<file path="src/rtl/mmu_perm_pkg.sv">
package mmu_perm_pkg;

  typedef enum logic [2:0] {
    MAP_NONE    = 3'd0,
    MAP_SMALL   = 3'd1,
    MAP_LARGE   = 3'd2,
    MAP_SECTION = 3'd3,
    MAP_XSMALL  = 3'd4,
    MAP_TINY    = 3'd5
  } map_kind_e;

  typedef enum logic [2:0] {
    FLT_NONE       = 3'd0,
    FLT_SEC_DOMAIN = 3'd1,
    FLT_SEC_PERM   = 3'd2,
    FLT_SUB_PERM   = 3'd3
  } fault_e;

  typedef enum logic [1:0] {
    DOM_NOACC   = 2'd0,
    DOM_CLIENT  = 2'd1,
    DOM_RSVD    = 2'd2,
    DOM_MANAGER = 2'd3
  } dom_acc_e;

  localparam int unsigned AP_W      = 2;
  localparam int unsigned AP_FIELDS = 4;
  localparam int unsigned AP_BASE   = 4;

endpackage

</file>
<file path="src/rtl/mmu_dom_select.sv">
module mmu_dom_select
  import mmu_perm_pkg::*;
#(
  parameter int unsigned DOM_W  = 4,
  parameter int unsigned DACR_W = 32
) (
  input  logic [DOM_W-1:0]  dom_idx,
  input  logic [DACR_W-1:0] dacr,
  output dom_acc_e          acc
);
  localparam int unsigned NDOM = 1 << DOM_W;

  logic [1:0] field [NDOM];

  for (genvar d = 0; d < NDOM; d++) begin : g_field
    assign field[d] = dacr[2*d +: 2];
  end

  always_comb begin
    acc = dom_acc_e'(field[dom_idx]);
  end
endmodule

</file>
<file path="src/rtl/mmu_ap_select.sv">
module mmu_ap_select
  import mmu_perm_pkg::*;
#(
  parameter int unsigned VA_W   = 32,
  parameter int unsigned PERM_W = 12
) (
  input  logic [2:0]        map_kind,
  input  logic [PERM_W-1:0] perm_bits,
  input  logic [VA_W-1:0]   vaddr,
  output logic [1:0]        sub_idx,
  output logic [AP_W-1:0]   ap
);
  localparam int unsigned SMALL_LSB = 10;
  localparam int unsigned LARGE_LSB = 14;

  logic [AP_W-1:0] ap_field [AP_FIELDS];

  for (genvar i = 0; i < AP_FIELDS; i++) begin : g_ap
    assign ap_field[i] = perm_bits[AP_BASE + AP_W*i +: AP_W];
  end

  logic unused_va;
  logic unused_perm;
  assign unused_va   = ^{vaddr[VA_W-1:LARGE_LSB+2], vaddr[LARGE_LSB-1:SMALL_LSB+2],
                         vaddr[SMALL_LSB-1:0]};
  assign unused_perm = ^perm_bits[AP_BASE-1:0];

  always_comb begin
    unique case (map_kind)
      MAP_SMALL:   sub_idx = vaddr[SMALL_LSB +: 2];
      MAP_LARGE:   sub_idx = vaddr[LARGE_LSB +: 2];
      MAP_SECTION: sub_idx = 2'd3;
      default:     sub_idx = 2'd0;
    endcase
    ap = ap_field[sub_idx];
  end
endmodule

</file>
<file path="src/rtl/mmu_ap_eval.sv">
module mmu_ap_eval
  import mmu_perm_pkg::*;
(
  input  logic [AP_W-1:0] ap,
  input  logic            is_read,
  input  logic            is_priv,
  input  logic            sys_prot,
  input  logic            rom_prot,
  output logic            allow
);
  always_comb begin
    unique case (ap)
      2'd0:    allow = is_read && ((sys_prot && is_priv) || rom_prot);
      2'd1:    allow = is_priv;
      2'd2:    allow = is_read || is_priv;
      default: allow = 1'b1;
    endcase
  end
endmodule

</file>
<file path="src/rtl/mmu_perm_check.sv">
module mmu_perm_check
  import mmu_perm_pkg::*;
#(
  parameter int unsigned VA_W   = 32,
  parameter int unsigned PERM_W = 12,
  parameter int unsigned DOM_W  = 4,
  parameter int unsigned DACR_W = 2 * (1 << DOM_W)
) (
  input  logic [2:0]        map_kind,
  input  logic [PERM_W-1:0] perm_bits,
  input  logic [DOM_W-1:0]  dom_idx,
  input  logic [VA_W-1:0]   vaddr,
  input  logic              is_read,
  input  logic              is_priv,
  input  logic              sys_prot,
  input  logic              rom_prot,
  input  logic [DACR_W-1:0] dacr,
  output logic [2:0]        fault,
  output logic [DOM_W-1:0]  fault_dom
);
  dom_acc_e        acc;
  logic [1:0]      sub_idx;
  logic [AP_W-1:0] ap;
  logic            allow;

  mmu_dom_select #(.DOM_W(DOM_W), .DACR_W(DACR_W)) u_dom (
    .dom_idx (dom_idx),
    .dacr    (dacr),
    .acc     (acc)
  );

  mmu_ap_select #(.VA_W(VA_W), .PERM_W(PERM_W)) u_sel (
    .map_kind  (map_kind),
    .perm_bits (perm_bits),
    .vaddr     (vaddr),
    .sub_idx   (sub_idx),
    .ap        (ap)
  );

  mmu_ap_eval u_eval (
    .ap       (ap),
    .is_read  (is_read),
    .is_priv  (is_priv),
    .sys_prot (sys_prot),
    .rom_prot (rom_prot),
    .allow    (allow)
  );

  logic unused_sub;
  assign unused_sub = ^sub_idx;

  always_comb begin
    fault = FLT_NONE;
    unique case (acc)
      DOM_NOACC, DOM_RSVD: fault = FLT_SEC_DOMAIN;
      DOM_CLIENT: begin
        if (!allow) fault = (map_kind == MAP_SECTION) ? FLT_SEC_PERM : FLT_SUB_PERM;
      end
      default: fault = FLT_NONE;
    endcase
  end

  assign fault_dom = dom_idx;

  always_comb begin
    assert_domain_block_R2: assert (!((acc == DOM_NOACC) || (acc == DOM_RSVD)) ||
                                    (fault == FLT_SEC_DOMAIN))
      else $error("domain class did not block access");
    assert_manager_pass_R3: assert (!(acc == DOM_MANAGER) || (fault == FLT_NONE))
      else $error("manager domain raised a fault");
    assert_full_ap_R10: assert (!((acc == DOM_CLIENT) && (ap == 2'd3)) || (fault == FLT_NONE))
      else $error("AP=3 refused an access");
    assert_ap0_write_R7: assert (!((acc == DOM_CLIENT) && (ap == 2'd0) && !is_read) ||
                                 (fault != FLT_NONE))
      else $error("AP=0 allowed a write");
    assert_perm_kind_R11: assert (!(fault == FLT_SEC_PERM) || (map_kind == MAP_SECTION))
      else $error("section permission code on non-section");
    assert_sub_kind_R11: assert (!(fault == FLT_SUB_PERM) || (map_kind != MAP_SECTION))
      else $error("subpage permission code on section");
  end
endmodule

</file>
<file path="config.mk">
export PLATFORM = sky130hd
export DESIGN_NAME = mmu_perm_check
export DESIGN_NICKNAME = d
export VERILOG_FILES = /design/src/rtl/mmu_perm_pkg.sv /design/src/rtl/mmu_dom_select.sv /design/src/rtl/mmu_ap_select.sv /design/src/rtl/mmu_ap_eval.sv /design/src/rtl/mmu_perm_check.sv
export SDC_FILE = /design/constraint.sdc
export NUM_CORES = 1
export LEC_CHECK = 0
export BUFFER_PORTS_ARGS = -buffer_cell sky130_fd_sc_hd__buf_2
export CORE_UTILIZATION = 26
export DETAILED_ROUTE_END_ITERATION = 6
export PLACE_DENSITY = 0.82
export SYNTH_ARGS = -nofsm -noshare
export SYNTH_HDL_FRONTEND = slang
export SYNTH_SLANG_ARGS = --single-unit
</file>
<file path="constraint.sdc">
create_clock -name vclk -period 1.7
set_input_delay 0.255 -clock vclk [all_inputs]
set_output_delay 0.255 -clock vclk [all_outputs]
set_load 0.03 [all_outputs]
</file>
Word-level counts from Yosys, hierarchy flattened:

Cells that the tools add are included.

* register bits: 0
* bits of input ports: 87
* output and inout bits: 7
* logic and storage cells: 29

* magnitude comparators: 2
* equal/unequal tests: 7
* mux-type cells: 11
* bitwise gates (word level): 2
* reductions and logical operators: 7

Operators with widths (count)
* 2-bit two-way mux: 5
* 2-bit binary-select mux with 4-bit select: 1
* 3-bit by 2-bit == test with 1-bit output, second input constant: 2
* 2-bit one-hot mux with 3 select lines: 1
* 5-bit greater-or-equal comparator, second input constant: 1
* 4-bit NOT with 5-bit output: 1
* 2-bit binary-select mux with 2-bit select: 1
* 2-bit by 1-bit == test with 1-bit output, second input constant: 2
* 2-bit == test, second input constant: 2
* 2-bit zero test: 2
* 2-bit one-hot mux with 2 select lines: 1
* 3-bit by 1-bit == test with 1-bit output, second input constant: 1
* 3-bit greater-or-equal comparator, second input constant: 1
* 2-bit NOT with 3-bit output: 1
* 1-bit one-hot mux with 3 select lines: 1
* 1-bit logical AND: 2
* 1-bit logical OR: 2
* 2-bit OR reduction: 1
* 1-bit two-way mux: 1

Depth between registers and ports, before layout:

* depth after elaboration: 10
* gate-level depth with buffers: 6
* depth with buffers taken out: 5

By module:

A second synthesis with hierarchy kept.

* cell total of the unflattened synthesis: 49
* area total of the unflattened synthesis: 475.5 µm²

Modules (own cells, without submodules)
* mmu_dom_select: times used 1, cells an instance 21, area each 269.0 µm², seq. area each 0.0 µm²
* mmu_ap_select: times used 1, cells an instance 14, area each 106.4 µm², seq. area each 0.0 µm²
* mmu_perm_check: times used 1, cells an instance 9, area each 70.1 µm², seq. area each 0.0 µm²
* mmu_ap_eval: times used 1, cells an instance 5, area each 30.0 µm², seq. area each 0.0 µm²

Worst setup path after synthesis:

No wires, ideal clock.

* path type: in2out
* start: input dom_idx[0]
* end: output fault[0]
* arrival time: 1.842 ns
* required time: 1.445 ns
* slack: -0.397 ns
* stages: 6
* path buffers: 1
* cells stage by stage: buf_6 -> mux4_1 -> mux2i_1 -> mux2_2 -> o211ai_1 -> o221ai_1

* cells in the longest elaborated chain, start to end: 7
* elaborated cells on any way between the ends: 9
* those cells by class: 2 x eq/ne; 4 x mux; 1 x bitwise; 2 x reduce/logical

RTL lines
* start, declared: RTL line mmu_perm_check.sv:11 `input logic [DOM_W-1:0] dom_idx,`
* 4-bit NOT with 5-bit output (not written as such) (*): RTL line mmu_dom_select.sv:20 `acc = dom_acc_e'(field[dom_idx]);`
* 2-bit binary-select mux with 4-bit select (*): RTL line mmu_dom_select.sv:20
* 2-bit two-way mux (not written as such) (*) (2 in series): RTL line mmu_dom_select.sv:20
* 2-bit == test / 2-bit zero test (equally long branches): RTL line mmu_perm_check.sv:54 `unique case (acc)`
* 2-bit OR reduction: RTL line mmu_perm_check.sv:54
* 2-bit one-hot mux with 2 select lines (*): RTL line mmu_perm_check.sv:54
* end, declared: RTL line mmu_perm_check.sv:18 `output logic [2:0] fault,`

Mark *: on every way between the ends. The rest lies on a longest branch, timed or not. The select of a mux whose other input is x is not followed.

Worst setup path in the final report:

* start: input dom_idx[0]
* end: output fault[1]

The elaborated chain is that of the path after synthesis.

==> summary.md <==
| Metric | Value |
|---|---|
| Status | `finished with violations` |
| Failing checks | `negative setup slack` |
| Largest net degree at the start of global routing | `8` |
| Avg Inst Size Synth | `9.81 sq um` |
| Grt total ovfl | `0` |
| Row Count | `16` |
| Worst Setup End Kind | `output port` |
| FFs & Latches | `0` |
| Complex-gate fraction of the synthesized area | `19.4%` |
| Final Max Tran Viols | `0` |
| Io pins | `94` |
| Vias in the first global route | `698` |
| Initial core utilization | `27.7%` |
| Final period utilization | `117%` |
| Die Span X | `48.0 um` |
| Post-Synth Adder-Cell Area | `0%` |
| Global router's overall resource usage | `15.0%` |
| Unrepaired setup endpoints after global routing | `yes` |
| PwrDens | `294 nW/um^2` |
| # Post-CTS Setup Buffers | `0` |
| Cell Count Post-Placement | `149` |
| Hold path cells | `2` |
| Final setup vio count | `2` |
| Main area contributors after synthesis | `mux4_1, mux4_2, buf_4, nand3b_1, a21oi_1` |
| Final Total Pwr | `0.311 mW` |
| Area of the core | `1980 sq um` |
| Hpwl dp | `1470 um` |
| Post-Syn Area | `549 sq um` |
| WP data required | `1.44 ns` |
| Syn. warnings | `0` |
| Wire length per cell | `11.0 um` |
| Hold path endpoint | `fault_dom[0]` |
| Antenna violations before repair | `0` |
| Via count | `735` |
| Post-Route WL | `1650 um` |
| Simple-gate share of the synthesized area | `16.9%` |
| First-pass GRT wire length | `2540 um` |
| Fmax | `504 MHz` |
| CP arrival | `1.73 ns` |
| VDD IR max | `157 uV` |
| Cts hold-fix bufs | `0` |
| Post-route core utilization | `53.3%` |
| Synth cell types | `26` |
| Setup WS post-layout | `-0.284 ns` |
| Mux share of post-synthesis cell area | `51.5%` |
| WS Path Type | `input pin to output port` |
| Area Overhead vs Synth | `92.3%` |
| Pre-CTS setup slack | `-0.555 ns` |
| Post-Synthesis Cells | `56` |
| Synth top area share | `33.5%` |
| Number of hold violations in the final report | `0` |
| Leakage | `0.501 nW` |
| Initial DRC count | `15` |
| Syn nets | `143` |
| Post-synth top area cell | `mux4_1` |
| XOR/XNOR share of the synthesized area | `0%` |
| Diode count | `0` |
| Worst hold start | `dom_idx[0]` |
| Share of layout cells above drive strength 1 | `79.7%` |
| Initial DRT Pass Iterations | `4` |
| DRC violations left | `0` |
| Multi-input logic area | `542 sq um` |
| Fillers | `180` |
| Via-to-Cell Ratio | `4.90` |
| Largest family of logic cells by synthesized area | `multiplexers` |
| DIE HEIGHT | `48.0 um` |
| Clkbuf count | `0` |
| Final net count | `212` |
| FF+latch area | `0 sq um` |
| Die area | `2300 sq um` |
| Worst Hold Class | `input pin to output port` |
| Max-cap violation count | `0` |
| Port-buffer cells | `61` |
| Routability cong. | `0.817` |
| Remaining antenna violation count | `0` |
| Critical path peak fanout | `5` |
| Sequential share of the synthesized area | `0%` |
| Final cell count without fillers | `150` |
| Crit path time final | `1.98 ns` |
| Startpoint Class | `input pin` |
[cell families (layout without fill, tap and decap cells)]
logic type | count (synthesis) | count (layout)
and+or+nand+nor | 16 | 16
muxes | 13 | 13
other | 1 | 1
AOI/OAI and AO/OA | 16 | 16
buffers and inverters | 10 | 77
[worst max-delay path: stages]
cell and delay (ns):
buf_12 0.09, mux4_2 0.48, mux4_2 0.53, nand3b_1 0.15
o22ai_4 0.08, buf_6 0.14
[cell type report]
cell class,count,area share (%)
repair buffers,73,44.1
multi-input cells,46,51.3
well taps,27,3.20
inverters,4,1.42
[stage by stage]
| stage | hold WS (ns) | instance area, sq um | setup TNS [ns] |
|---|---|---|---|
| 6_report | 0.786 | 1060 | -0.534 |
| 5_1_grt | 0.797 | 1060 | -0.650 |
| 4_1_cts | 0.790 | 1040 | -0.622 |
| 3_5_place_dp | 0.824 | 926 | -1.05 |
| 3_3_place_gp | 0.821 | 926 | -0.998 |
| 2_1_floorplan | 0.642 | 562 | -0.378 |
[where the power goes]
part	switching (mW)	total [mW]	internal, mW
Combinational	0.131	0.311	0.180
Clock	0	0	0
Sequential	0	0	0
Total	0.131	0.311	0.180
[cell usage after synthesis (all sizes together)]
cell type,n
a2111oi,2
a211oi,2
a21o,1
a21oi,4
and3b,1
buf,6
conb,1
inv,4
mux2,1
mux2i,2
mux4,10
nand2,2
nand2b,2
nand3b,3
nor2,2
nor2b,1
nor3,3
o2111ai,1
o211ai,1
o21ai,3
o221ai,1
o22ai,1
or2,2
[layout by cell type, fill, tap and decap left out]
cell / synthesis / routed
buf_2: 0 / 55
buf_4: 5 / 11
mux4_2: 3 / 10
inv_1: 4 / 4
buf_6: 1 / 4
nand3b_1: 3 / 3
nor2_1: 2 / 2
a211oi_2: 0 / 2
nand2b_1: 2 / 2
a21oi_1: 4 / 2
nor3_1: 3 / 2
mux2i_1: 2 / 2
a2111oi_1: 0 / 2
o21ai_4: 0 / 1
nand2_2: 0 / 1
a21oi_4: 0 / 1
or2_4: 0 / 1
nor2b_2: 0 / 1
and3b_2: 0 / 1
a21oi_2: 0 / 1
a21o_1: 1 / 1
o21ai_1: 1 / 1
nand2_1: 2 / 1
nor3_2: 0 / 1
mux2_4: 0 / 1
o2111ai_2: 0 / 1
or2_2: 2 / 1
o22ai_4: 0 / 1
o21ai_0: 2 / 1
o211ai_1: 1 / 1
o221ai_2: 0 / 1
conb_1: 1 / 1
buf_16: 0 / 1
buf_12: 0 / 1
buf_8: 0 / 1
[layer usage]
metal / global-route usage [%] / part of all wire (%) / vias to the layer above
li1: - / - / 359
met1: 16.1 / 36 / 333
met2: 33.0 / 56 / 43
met3: 0.377 / 8.0 / 0
met4: 0 / 0 / 0
met5: 0 / 0 / -
[how the worst max path moves through the flow]
stage                            from        to  slack [ns]  cells past startpoint
after floorplan           map_kind[0]  fault[0]       -0.20                      5
after global placement     dom_idx[0]  fault[1]       -0.52                      6
after detailed placement   dom_idx[0]  fault[1]       -0.55                      6
after CTS                 map_kind[0]  fault[0]       -0.31                      7
after global routing       dom_idx[0]  fault[1]       -0.33                      6
final                      dom_idx[0]  fault[1]       -0.28                      6
[timing repair]
item | in CTS | in global routing
pin swaps | 7 | 3
resized for setup | 23 | 6
setup endpoints to repair | 2 | 2
gates cloned | 1 | 0
Power figures use the tool's default switching activity.
